$ cat src/rtl/qfd_pkg.sv
package qfd_pkg;
  typedef enum logic [1:0] {
    ST_IDLE  = 2'b00,
    ST_ARMED = 2'b01,
    ST_DET   = 2'b11
  } qfd_state_e;
endpackage

$ cat src/rtl/qfd_sync.sv
module qfd_sync #(
  parameter int WIDTH  = 2,
  parameter int STAGES = 2
) (
  input  logic             clk_i,
  input  logic             rst_ni,
  input  logic [WIDTH-1:0] d_i,
  output logic [WIDTH-1:0] q_o
);
  logic [WIDTH-1:0] stg [STAGES];

  for (genvar s = 0; s < STAGES; s++) begin : g_stage
    if (s == 0) begin : g_first
      always_ff @(posedge clk_i or negedge rst_ni) begin
        if (!rst_ni) stg[s] <= '0;
        else         stg[s] <= d_i;
      end
    end else begin : g_next
      always_ff @(posedge clk_i or negedge rst_ni) begin
        if (!rst_ni) stg[s] <= '0;
        else         stg[s] <= stg[s-1];
      end
    end
  end

  assign q_o = stg[STAGES-1];
endmodule

$ cat src/rtl/qfd_history.sv
module qfd_history #(
  parameter int WIDTH = 2
) (
  input  logic             clk_i,
  input  logic             rst_ni,
  input  logic [WIDTH-1:0] cur_i,
  output logic [WIDTH-1:0] prv_o
);
  always_ff @(posedge clk_i or negedge rst_ni) begin
    if (!rst_ni) prv_o <= '0;
    else         prv_o <= cur_i;
  end
endmodule

$ cat src/rtl/qfd_fsm.sv
module qfd_fsm
  import qfd_pkg::*;
(
  input  logic       clk_i,
  input  logic       rst_ni,
  input  logic       a_cur_i,
  input  logic       b_cur_i,
  input  logic       a_prv_i,
  input  logic       b_prv_i,
  output logic [1:0] state_o,
  output logic       x_o
);
  qfd_state_e state_q, state_d;

  logic both_hi, qual_lo;
  logic b_fell_a_held;

  assign both_hi       = a_cur_i & b_cur_i;
  assign qual_lo       = a_cur_i & ~b_cur_i;
  // only the trigger moved, qualifier high on both samples
  assign b_fell_a_held = qual_lo & a_prv_i & b_prv_i;

  always_comb begin
    state_d = ST_IDLE;
    case (state_q)
      ST_IDLE:  state_d = both_hi ? ST_ARMED : ST_IDLE;
      ST_ARMED: begin
        if (b_fell_a_held) state_d = ST_DET;
        else if (both_hi)  state_d = ST_ARMED;
        else               state_d = ST_IDLE;
      end
      ST_DET: begin
        if (qual_lo)      state_d = ST_DET;
        else if (both_hi) state_d = ST_ARMED;
        else              state_d = ST_IDLE;
      end
      default: state_d = ST_IDLE; // code 10 recovers
    endcase
  end

  always_ff @(posedge clk_i or negedge rst_ni) begin
    if (!rst_ni) state_q <= ST_IDLE;
    else         state_q <= state_d;
  end

  assign state_o = state_q;
  assign x_o     = (state_q == ST_DET);
endmodule

$ cat src/rtl/qual_fall_det.sv
module qual_fall_det #(
  parameter int SYNC_STAGES = 2
) (
  input  logic clk_i,
  input  logic rst_ni,
  input  logic a_i,
  input  logic b_i,
  output logic x_o
);
  localparam int NUM_IN = 2;
  localparam int IDX_A  = 0;
  localparam int IDX_B  = 1;

  logic [NUM_IN-1:0] raw, cur, prv;
  logic [1:0]        state;

  assign raw[IDX_A] = a_i;
  assign raw[IDX_B] = b_i;

  qfd_sync #(.WIDTH(NUM_IN), .STAGES(SYNC_STAGES)) u_sync (
    .clk_i (clk_i),
    .rst_ni(rst_ni),
    .d_i   (raw),
    .q_o   (cur)
  );

  qfd_history #(.WIDTH(NUM_IN)) u_hist (
    .clk_i (clk_i),
    .rst_ni(rst_ni),
    .cur_i (cur),
    .prv_o (prv)
  );

  qfd_fsm u_fsm (
    .clk_i  (clk_i),
    .rst_ni (rst_ni),
    .a_cur_i(cur[IDX_A]),
    .b_cur_i(cur[IDX_B]),
    .a_prv_i(prv[IDX_A]),
    .b_prv_i(prv[IDX_B]),
    .state_o(state),
    .x_o    (x_o)
  );
endmodule

$ cat config.mk
export PLATFORM = sky130hd
export DESIGN_NAME = qual_fall_det
export DESIGN_NICKNAME = d
export VERILOG_FILES = /design/src/rtl/qfd_pkg.sv /design/src/rtl/qfd_sync.sv /design/src/rtl/qfd_history.sv /design/src/rtl/qfd_fsm.sv /design/src/rtl/qual_fall_det.sv
export SDC_FILE = /design/constraint.sdc
export NUM_CORES = 1
export LEC_CHECK = 0
export BUFFER_PORTS_ARGS = -buffer_cell sky130_fd_sc_hd__buf_2
export CAP_MARGIN = 20
export CORE_AREA = 2 2 39 41
export CTS_CLUSTER_DIAMETER = 40
export CTS_CLUSTER_SIZE = 28
export DETAILED_ROUTE_END_ITERATION = 6
export DIE_AREA = 0 0 41 43
export GPL_TIMING_DRIVEN = 0
export HOLD_SLACK_MARGIN = 0.1
export MAX_ROUTING_LAYER = met4
export PLACE_DENSITY_LB_ADDON = 0.25
export SLEW_MARGIN = 20
export SYNTH_ARGS = -nofsm -noshare
export SYNTH_HDL_FRONTEND = slang
export SYNTH_SLANG_ARGS = --single-unit
$ cat constraint.sdc
create_clock -name clk_i -period 1.2 [get_ports clk_i]
set_input_delay 0.24 -clock clk_i [delete_from_list [all_inputs] [get_ports clk_i]]
set_output_delay 0.24 -clock clk_i [all_outputs]
set_load 0.05 [all_outputs]
-- Word-level counts from Yosys, hierarchy flattened
Index checks and enable logic that the tools add are counted.
W data, S select, Z words.
- bits in registers: 8
- bits in latches: 0
- RAM bits: 0
- memory bits (read-only): 0
- bits of input ports: 4
- output and inout bits: 1
- word-level logic and storage cells: 16
- memories: 0
- add/sub/neg operators: 0
- multiply operators: 0
- div/mod/pow operators: 0
- magnitude comparators: 0
- equality and inequality tests: 2
- shift operators: 0
- muxes and demuxes: 4
- bitwise gates (word level): 5
- reduce and logical (&&, ||, !) cells: 1
- operators by type and width (kind ; number):
    $pmux W2 S3 ; 1
    $and A1 B1 Y1 ; 4
    $mux W2 ; 2
    $eq A2 B1 Y1 const B ; 1
    $eq A2 B2 Y1 const B ; 1
    $logic_not A2 Y1 ; 1
    $mux W1 ; 1
    $not A1 Y1 ; 1

-- Longest topological paths before layout
Gate-level depths: netlist (run 1).
- depth after elaboration: 6
- depth in mapped cells: 2

-- Cells and area by module
From an unflattened synthesis (run 1), not the netlist that was laid out.
- cell total of the unflattened synthesis: 17
- area, all modules: 260.2 um2
- modules (own cells, without submodules) (module ; instances ; cells an instance ; area each (um2) ; seq. area each (um2)):
    qfd_sync ; 1 ; 6 ; 115.1 ; 100.1
    qfd_fsm ; 1 ; 9 ; 95.1 ; 50.0
    qfd_history ; 1 ; 2 ; 50.0 ; 50.0

-- Worst setup path before layout (run 1)
No wires, ideal clock.
- path kind: flip-flop to flip-flop
- from: register u_fsm.state_q[1], in the netlist u_fsm.state_o[1]
- to: register u_fsm.state_q[0], in the netlist u_fsm.state_o[0]
- setup time: 0.124 ns
- arrival: 0.869 ns
- required time: 1.076 ns
- setup slack: 0.207 ns
- cell stages (with the launch flop): 3
- period minus slack after synthesis: 0.993 ns
- cells stage by stage: dfrtp_1 -> and2_4 -> o31a_1
- longest elaborated chain between the ends: 2
- elaborated cells between the ends (all ways): 4
- ends and longest elaborated chain (item ; RTL line ; text):
    start: declaration ; qfd_fsm.sv:13 ; qfd_state_e state_q, state_d;
    start signal: assignment ; qfd_fsm.sv:43 ; else state_q <= state_d;
    $eq A2 B2 Y1 ; -- ;
    net x_o ; qual_fall_det.sv:8 ; output logic x_o
    $pmux W2 S3 ; qfd_fsm.sv:25 ; case (state_q)
    net u_fsm.state_d[0] ; qfd_fsm.sv:13 ;
The timed path passes the listed nets, and every way through them passes these cells.

-- Worst setup path in the final report (run 1)
- from: register u_fsm.state_q[0], in the netlist u_fsm.state_o[0]
- to: output x_o
- longest elaborated chain between the ends: 1
- ends and longest elaborated chain (item ; RTL line ; text):
    $eq A2 B2 Y1 ; qfd_fsm.sv:47 ; assign x_o = (state_q == ST_DET);
    end: declaration ; qual_fall_det.sv:8 ;
No other way between the ends.

==> metrics.csv, run 1 <==
metric,value,unit
rsz0062_at_grt,yes,
drv_cap,0,
ant_nets,0,
numCtsBuffers,3,
multiInputGateArea,45.04,µm²
antenna_found_initial,0,
max_freq,849.1,MHz
critPathLaunchType,flip-flop,
seq_area,200.2,µm²
fp.dieH,43,µm
die-area,1763,µm²
grt_max_degree,9,
drc_errors,0,
dieWidth,41,µm
gp_congestion,0.6043,
crit_fanout,3,
cts.clk_slew.worst_paths,0.05,ns
post_drt_wl_per_cell,7.488,µm
crit_required,0.96,ns
first_iter_violations,0,
grt_pass1_vias,152,
critPathCaptureType,output port,
fill_cells,141,
slew_headroom,88.65,%
start_util,17.72,%
grt_pass1_wl,545,µm
power.total,506.8,µW
cts_tree,yes,
fp-row-count,14,
min_period,1.178,ns
r2r_slack,0.12,ns
syn-mean-instance-area,16.35,µm²
port_buffers,4,
r2r_cells,3,
syn_inst,15,
critPathKind,reg2out,
fin_crit_sh,98.14,%
grt.total_usage,5.532,%
nets,33,
r2r-end,u_fsm.state_o[0]$_DFF_PN0_,
synth_nets,19,
cp.arrival,0.94,ns
clk_latency,0.24,ns
worstHoldPathType,in2async,
place_hpwl,244.2,µm
vias_per_cell,3.721,
netlist_top_cells_area,"dfrtp_1 (82%), and2_4 (3.6%), o31a_1 (3.6%)",
worstMarginPinSlew,0.1702,ns
finalClockSkew,0.001096,ns
drive_gt1_share,37.04,%
power_density,1397,nW/µm²
dpl_worst_slack,0.2227,ns
cts_buffer_depth,2,
vias,160,
yosys.area.top_type,dfrtp_1,
root_buffer,clkbuf_4,
ys_warn_count,0,
wl,322,µm
setup_slack,0.02234,ns
ios,5,
core,1384,µm²
grt_overflow,0,
synth_area,245.2,µm²
diodes,0,
crit_path_start,u_fsm.state_o[0]$_DFF_PN0_,
leakage,0.0001718,µW
setup_viol,0,
drtPass1Iterations,1,
yosysTopAreaCellShare,81.63,%
synth_cell_type_count,8,
outcome,completed,
peakVddDrop,397.4,µV
area_growth,47.96,%
synth-seq-cells,8,
slew_violations,0,
h-tree-depth,1,
cts_sinks,8,
yosysSeqAreaShare,81.63,%
final_hold_viol_count,0,
r2r_start,u_fsm.state_o[0]$_DFF_PN0_,
worst max-delay path by stage:
stage | end | slack, ns | depth (start not counted)
6_report | x_o | 0.02 | 2
3_3_place_gp | x_o | 0.23 | 2
2_1_floorplan | u_fsm.state_o[0]$_DFF_PN0_ | 0.21 | 2
5_1_grt | x_o | -0.02 | 2
3_5_place_dp | x_o | 0.22 | 2
4_1_cts | x_o | 0.004 | 2
metrics by stage:
| step | TNS [ns] | hold WS (ns) | util (%) | cells | instance area, µm² |
|---|---|---|---|---|---|
| floorplan | 0 | -0.05559 | - | 15 | 245.2 |
| global placement | 0 | 0.08455 | 20.61 | 35 | 285.3 |
| detailed placement | 0 | 0.08817 | 20.61 | 35 | 285.3 |
| CTS | 0 | 0.3486 | 24.86 | 41 | 344.1 |
| global route | -0.01915 | 0.3577 | 26.22 | 43 | 362.8 |
| finish | 0 | 0.3484 | 26.22 | 43 | 362.8 |
sequential cells by signal, indices dropped and copies added (netlist names):
register / cells
u_fsm.state_o: 2
u_sync.q_o: 2
u_hist.prv_o: 2
u_sync.stg: 2
final cells by class:
cell class / instances / share of cell area [%]
multi-input cells: 7 / 12.41
clock buffers: 3 / 6.207
well taps: 16 / 5.517
flip-flops and latches: 8 / 55.17
repair buffers: 9 / 20.69
cells in the final DEF, fill, tap and decap left out:
master         n
dlygate4sd3_1  3
nand2_1        1
nor3_1         1
dfrtp_1        8
buf_4          2
clkbuf_4       3
and2b_1        1
buf_8          1
a21oi_1        1
o31a_1         1
buf_2          3
and3_1         1
and2_4         1
power breakdown:
part           switching [µW]  internal (µW)  total [µW]
Sequential               6.50            283         290
Clock                    79.6            114         193
Combinational            9.32           14.8        24.1
Total                    95.4            411         507
Yosys cell counts, drive strengths merged:
| master | count |
|---|---|
| a21oi | 1 |
| nor3 | 1 |
| dfrtp | 8 |
| and3 | 1 |
| o31a | 1 |
| nand2 | 1 |
| and2b | 1 |
| and2 | 1 |
cell families after synthesis:
logic type / after synthesis / share of synthesized area, %
AND/OR/NAND/NOR: 5 / 12.76
flip-flops: 8 / 81.63
AO/OA/AOI/OAI: 2 / 5.611
metal layers:
metal / GRT usage (%) / part of all wire (%)
met1: 5.387 / 43
met2: 6.875 / 51
met3: 1.571 / 6.5
met5: - / 0
met4: 8.000 / 0
critical path, cell delays in order, from the launching register on:
cell and delay (ns):
dfrtp_1 0.38, and2_4 0.17, buf_8 0.14
repair_timing:
action / 4_1_cts / 5_1_grt
hold buffers: 3 / 0
gates resized for setup: 2 / 1
setup endpoints to repair: 1 / 1
pin swaps: 0 / 1
hold endpoints to repair: 10 / 0
setup buffers: 0 / 2
Power figures use the tool's default switching activity.
==> inputs of run 2 (changes only) <==
--- a/config.mk
+++ b/config.mk
@@ -5,6 +5,7 @@
 export SDC_FILE = /design/constraint.sdc
 export NUM_CORES = 1
 export LEC_CHECK = 0
+export ABC_AREA = 1
 export BUFFER_PORTS_ARGS = -buffer_cell sky130_fd_sc_hd__buf_2
 export CAP_MARGIN = 20
 export CORE_AREA = 2 2 39 41
@@ -15,7 +16,7 @@
 export GPL_TIMING_DRIVEN = 0
 export HOLD_SLACK_MARGIN = 0.1
 export MAX_ROUTING_LAYER = met4
-export PLACE_DENSITY_LB_ADDON = 0.25
+export PLACE_DENSITY = 0.44
 export SLEW_MARGIN = 20
 export SYNTH_ARGS = -nofsm -noshare
 export SYNTH_HDL_FRONTEND = slang
==> run 2 against run 1 <==
  * Sequential cell count unchanged
  * Combinational power increased by 34%
  * Die area unchanged
  * First-iteration DRC count grew 8
  * Sequential power barely moved
  * Largest power group unchanged
  * Highest routed layer unchanged
==> metrics.csv, run 2 <==
metric,value,unit,change
core,1384,µm²,unchanged
yosysMostFrequentCell,dfrtp_1,,unchanged
max_freq,867.6,MHz,was 849.1 MHz
grt_overflow,0,,unchanged
port_buffers,4,,unchanged
clk_latency,0.25,ns,was 0.24 ns
clockPowerShare,37.9,%,was 38.1%
slew_headroom,87.89,%,was 88.65%
final_area,389.1,µm²,was 362.8 µm²
yosysTopAreaCellShare,73.39,%,was 81.63%
critPathKind,reg2out,,unchanged
root_buffer,clkbuf_4,,unchanged
ios,5,,unchanged
crit_required,0.96,ns,about the same
drv_cap,0,,unchanged
switching_share,19.91,%,was 18.82%
finalClockSkew,0.007968,ns,was 0.001096 ns
post_drt_wl_per_cell,7.585,µm,was 7.488 µm
vias,188,,was 160
critPathCaptureType,output port,,unchanged
drive_gt1_share,35.14,%,was 37.04%
h-tree-depth,1,,unchanged
p_switching,103.1,µW,was 95.40 µW
final_cell_mix,"dfrtp_1 (8), inv_1 (5), nand2_1 (5)",,"was dfrtp_1 (8), clkbuf_4 (3), dlygate4sd3_1 (3), buf_2 (3), buf_4 (2)"
fin_util,28.12,%,was 26.22%
nets,43,,was 33
yosys.area.top_type,dfrtp_1,,unchanged
start_util,19.71,%,was 17.72%
fp-row-count,14,,unchanged
seqPwrFrac,55.9,%,was 57.1%
ys.flop_type,dfrtp_1,,unchanged
drtPass1Iterations,4,,was 1
peakVddDrop,829.3,µV,was 397.4 µV
grt_pass1_wl,703,µm,was 545 µm
async_flop_share,100.0,%,unchanged
numCtsBuffers,3,,unchanged
antenna_found_initial,0,,unchanged
first_iter_violations,8,,was 0
fp.dieH,43,µm,unchanged
leakage,0.0002093,µW,was 0.0001718 µW
cts_tree,yes,,unchanged
ys_warn_count,0,,unchanged
critPathLaunchType,flip-flop,,unchanged
final_hold_viol_count,0,,unchanged
outcome,completed,,unchanged
cts.clk_slew.worst_paths,0.05,ns,about the same
dpl_worst_slack,0.2112,ns,was 0.2227 ns
diodes,0,,unchanged
area_growth,42.66,%,was 47.96%
synth-seq-cells,8,,unchanged
min_period,1.153,ns,was 1.178 ns
rsz0062_at_grt,no,,was yes
drc_errors,0,,unchanged
grt_pass1_vias,194,,was 152
synth_area,272.8,µm²,was 245.2 µm²
place_hpwl,276.3,µm,was 244.2 µm
syn-mean-instance-area,10.91,µm²,was 16.35 µm²
tns,0,ns,unchanged
setup_viol,0,,unchanged
yosysSeqAreaShare,73.39,%,was 81.63%
netlist_top_cells_area,"dfrtp_1 (73%), inv_1 (8.3%), nand2_1 (8.3%)",,"was dfrtp_1 (82%), and2_4 (3.6%), o31a_1 (3.6%)"
crit_fanout,3,,unchanged
worstMarginPinSlew,0.1816,ns,was 0.1702 ns
r2r_cells,4,,was 3
fin_crit_sh,96.05,%,was 98.14%
gp_congestion,0.5736,,was 0.6043
grt.total_usage,6.986,%,was 5.532%
intPower,414.6,µW,was 411.4 µW
cp.arrival,0.91,ns,was 0.94 ns
synth_cell_type_count,7,,was 8
fill_cells,136,,was 141
synth_nets,29,,was 19
placed_cell_area,312.8,µm²,was 285.3 µm²
final_common_cell,dfrtp_1,,unchanged
hold_slack,0.3475,ns,was 0.3484 ns
power_density,1330,nW/µm²,was 1397 nW/µm²
ant_nets,0,,unchanged
dieWidth,41,µm,unchanged
syn_inst,25,,was 15
synth_edf_count,0,,unchanged
cts_sinks,8,,unchanged
worstHoldPathType,in2async,,unchanged
setup_slack,0.04737,ns,was 0.02234 ns
vias_per_cell,3.547,,was 3.721
pwr-share-comb,6.2,%,was 4.8%
wl,402,µm,was 322 µm
synth_commonest_cells,"dfrtp_1 (8), inv_1 (6), nand2_1 (6)",,
cts_buffer_depth,2,,unchanged
die-area,1763,µm²,unchanged
grt_max_degree,9,,unchanged
slew_violations,0,,unchanged
-- run 2: what timing repair did --
item | 4_1_cts | 5_1_grt
setup buffers | 0 | 2
endpoints found under the setup margin | 1 | 1
hold endpoints to repair | 10 | 0
hold buffers | 3 | 0
pin swaps | 0 | 0
resized for setup | 2 | 2
-- run 2: worst max-delay path, stage by stage (launching register included) --
cell and delay, ns:
dfrtp_1 0.40, nand2_2 0.08, inv_2 0.04, buf_6 0.14
-- run 2: worst paths after layout --
check	start	end	slack (ns)
max	u_fsm.state_o[0]$_DFF_PN0_	x_o	0.05
min	rst_ni	u_fsm.state_o[1]$_DFF_PN0_	0.35
max reg2reg	u_fsm.state_o[1]$_DFF_PN0_	u_fsm.state_o[0]$_DFF_PN0_	0.27
min reg2reg	u_sync.stg[2]$_DFF_PN0_	u_sync.q_o[0]$_DFF_PN0_	0.35
max in group asynchronous	rst_ni	u_sync.q_o[0]$_DFF_PN0_	0.67
min in group clk_i	u_sync.stg[2]$_DFF_PN0_	u_sync.q_o[0]$_DFF_PN0_	0.35
-- run 2: layout make-up --
type                    count  area (µm²)  area share, %
repair buffers              9       71.32          18.33
inverters                   6       22.52          5.788
flip-flops and latches      8       200.2          51.45
well taps                  16       20.02          5.145
clock buffers               3       22.52          5.788
multi-input cells          11       52.55          13.50
-- run 2: power groups by stage --
| stage | Sequential, µW | Combinational [µW] | Clock [µW] |
|---|---|---|---|
| floorplan | 292 | 10.4 | 0 |
| global placement | 293 | 19.9 | 0 |
| detailed placement | 294 | 21.2 | 0 |
| CTS | 289 | 28.8 | 214 |
| global route | 290 | 36.6 | 228 |
| finish | 289 | 32.2 | 196 |
-- run 2: cells by family after synthesis --
group	share of synthesized area (%)
AND/OR/NAND/NOR	15.14
flip-flops	73.39
buffers and inverters	8.256
AO/OA/AOI/OAI	3.212
-- run 2: metrics by stage --
step                power (µW)  instances
CTS                      532.0         51
global route             555.0         53
floorplan                302.5         25
global placement         312.5         45
finish                   517.7         53
detailed placement       314.8         45
-- run 2: layer usage --
metal | global-route usage [%] | up-vias | wire length (µm)
met5 | - | - | 0
met4 | 4.000 | 0 | 0
met3 | 7.853 | 0 | 36
met2 | 8.750 | 7 | 189
met1 | 6.040 | 82 | 176
li1 | - | 99 | -
==> inputs of run 3 (changes only) <==
==> constraint.sdc (replaced) <==
create_clock -name clk_i -period 1.17 [get_ports clk_i]
set_input_delay 0.234 -clock clk_i [delete_from_list [all_inputs] [get_ports clk_i]]
set_output_delay 0.234 -clock clk_i [all_outputs]
set_load 0.05 [all_outputs]
==> run 3 against run 2 <==
  * Non-clock buffer count grew 2
  * Die area is the same
  * Highest routed layer unchanged
  * Largest cell class unchanged
  * Critical path type unchanged
  * Largest power group unchanged
  * Register-to-register slack lost 0.03 ns
  * Count of clock-buffer cells in the layout is the same
==> metrics.csv, run 3 (synthesis results as in run 2) <==
metric,value,unit,change
fp.dieH,43,µm,unchanged
start_util,19.71,%,unchanged
h-tree-depth,1,,unchanged
post_drt_wl_per_cell,7.800,µm,was 7.585 µm
drive_gt1_share,38.46,%,was 35.14%
drtPass1Iterations,4,,unchanged
setup_slack,0.02153,ns,was 0.04737 ns
outcome,completed,,unchanged
drv_cap,0,,unchanged
crit_required,0.94,ns,was 0.96 ns
instances_no_fill,55,,was 53
slew_violations,0,,unchanged
power_density,1302,nW/µm²,was 1330 nW/µm²
hold_slack,0.3452,ns,was 0.3475 ns
grt_max_degree,9,,unchanged
min_period,1.148,ns,
fp-row-count,14,,unchanged
antenna_found_initial,0,,unchanged
max_freq,870.7,MHz,
grt_pass1_wl,710,µm,was 703 µm
vias_per_cell,3.618,,was 3.547
final_common_cell,dfrtp_1,,unchanged
ios,5,,unchanged
port_buffers,4,,unchanged
cts.clk_slew.worst_paths,0.05,ns,about the same
multiInputGateArea,52.55,µm²,unchanged
drc_errors,0,,unchanged
slew_headroom,88.00,%,was 87.89%
wl,429,µm,was 402 µm
nets,45,,was 43
peakVddDrop,850.4,µV,was 829.3 µV
diodes,0,,unchanged
critPathCaptureType,output port,,unchanged
cts_buffer_depth,2,,unchanged
clk_latency,0.25,ns,about the same
vias,199,,was 188
crit_fanout,2,,was 3
cts_sinks,8,,unchanged
grt.total_usage,7.091,%,was 6.986%
grt_overflow,0,,unchanged
tns,0,ns,unchanged
ant_nets,0,,unchanged
root_buffer,clkbuf_4,,unchanged
rsz0062_at_grt,yes,,was no
die-area,1763,µm²,unchanged
critPathKind,reg2out,,unchanged
finalClockSkew,0.008017,ns,was 0.007968 ns
leakage,0.0002200,µW,was 0.0002093 µW
core,1384,µm²,unchanged
grt_pass1_vias,198,,was 194
worstHoldPathType,in2async,,unchanged
dieWidth,41,µm,unchanged
area_growth,49.54,%,was 42.66%
final_hold_viol_count,0,,unchanged
first_iter_violations,3,,was 8
dpl.cell_count,45,,unchanged
fill_cells,139,,was 136
critPathLaunchType,flip-flop,,unchanged
gp_congestion,0.5736,,unchanged
seq_area,200.2,µm²,unchanged
place_hpwl,276.3,µm,unchanged
fin_crit_sh,98.16,%,
dpl_worst_slack,0.1872,ns,was 0.2112 ns
cts_tree,yes,,unchanged
final_area,407.9,µm²,was 389.1 µm²
cp.arrival,0.91,ns,about the same
placed_cell_area,312.8,µm²,unchanged
worstMarginPinSlew,0.1800,ns,was 0.1816 ns
setup_viol,0,,unchanged
final_cell_mix,"dfrtp_1 (8), inv_1 (5), nand2_1 (5)",,unchanged
numCtsBuffers,3,,unchanged
==> run 3: changes by cell type in the layout (fill, tap and decap cells not counted), sizes merged <==
cell and delta:
buf +2
==> run 3: where the power goes <==
group,switching (µW),total [µW],internal (µW),leakage [µW]
Clock,84.4,201,117,0.0000138
Combinational,15.0,33.6,18.6,0.000110
Sequential,6.00,296,290,0.0000967
==> run 3: layer usage <==
| metal | wire (µm) | up-vias | track usage [%] |
|---|---|---|---|
| met1 | 173 | 88 | 6.040 |
| met4 | 0 | 0 | 4.000 |
| met5 | 0 | - | - |
| met2 | 217 | 9 | 9.063 |
| met3 | 39 | 0 | 7.853 |
| li1 | - | 102 | - |
==> run 3: path summary, 6_finish.rpt <==
path | start | to | slack, ns | cells past startpoint
max | u_fsm.state_o[0]$_DFF_PN0_ | x_o | 0.02 | 3
min | rst_ni | u_fsm.state_o[1]$_DFF_PN0_ | 0.35 | 2
max reg2reg | u_fsm.state_o[1]$_DFF_PN0_ | u_fsm.state_o[0]$_DFF_PN0_ | 0.24 | 4
min reg2reg | u_sync.stg[2]$_DFF_PN0_ | u_sync.q_o[0]$_DFF_PN0_ | 0.35 | 0
max in group asynchronous | rst_ni | u_sync.q_o[0]$_DFF_PN0_ | 0.65 | 2
min in group clk_i | u_sync.stg[2]$_DFF_PN0_ | u_sync.q_o[0]$_DFF_PN0_ | 0.35 | 0
==> run 3: area by class of cell <==
| class | count | area share (%) |
|---|---|---|
| Sequential cell | 8 | 49.08 |
| Timing Repair Buffer | 11 | 22.09 |
| Multi-Input combinational cell | 11 | 12.88 |
| Clock buffer | 3 | 5.521 |
| Inverter | 6 | 5.521 |
| Tap cell | 16 | 4.908 |
==> run 3: worst max-delay path, stage by stage (launching register included) <==
cell and delay (ns):
dfrtp_1 0.39, nand2_2 0.09, inv_2 0.05, buf_8 0.14
==> run 3: through the flow <==
| stage | util, % | total power (µW) |
|---|---|---|
| floorplan | - | 310.3 |
| global placement | 22.60 | 320.6 |
| detailed placement | 22.60 | 322.9 |
| CTS | 27.94 | 549.2 |
| global route | 29.48 | 569.6 |
| finish | 29.48 | 531.0 |
==> run 3: what timing repair did <==
action                                  CTS  global route
hold buffers                              3             0
hold endpoints to repair                 10             0
gates resized for setup                   2             3
cloned                                    0             0
endpoints found under the setup margin    1             1
pin swaps                                 0             1
setup buffers                             2             2
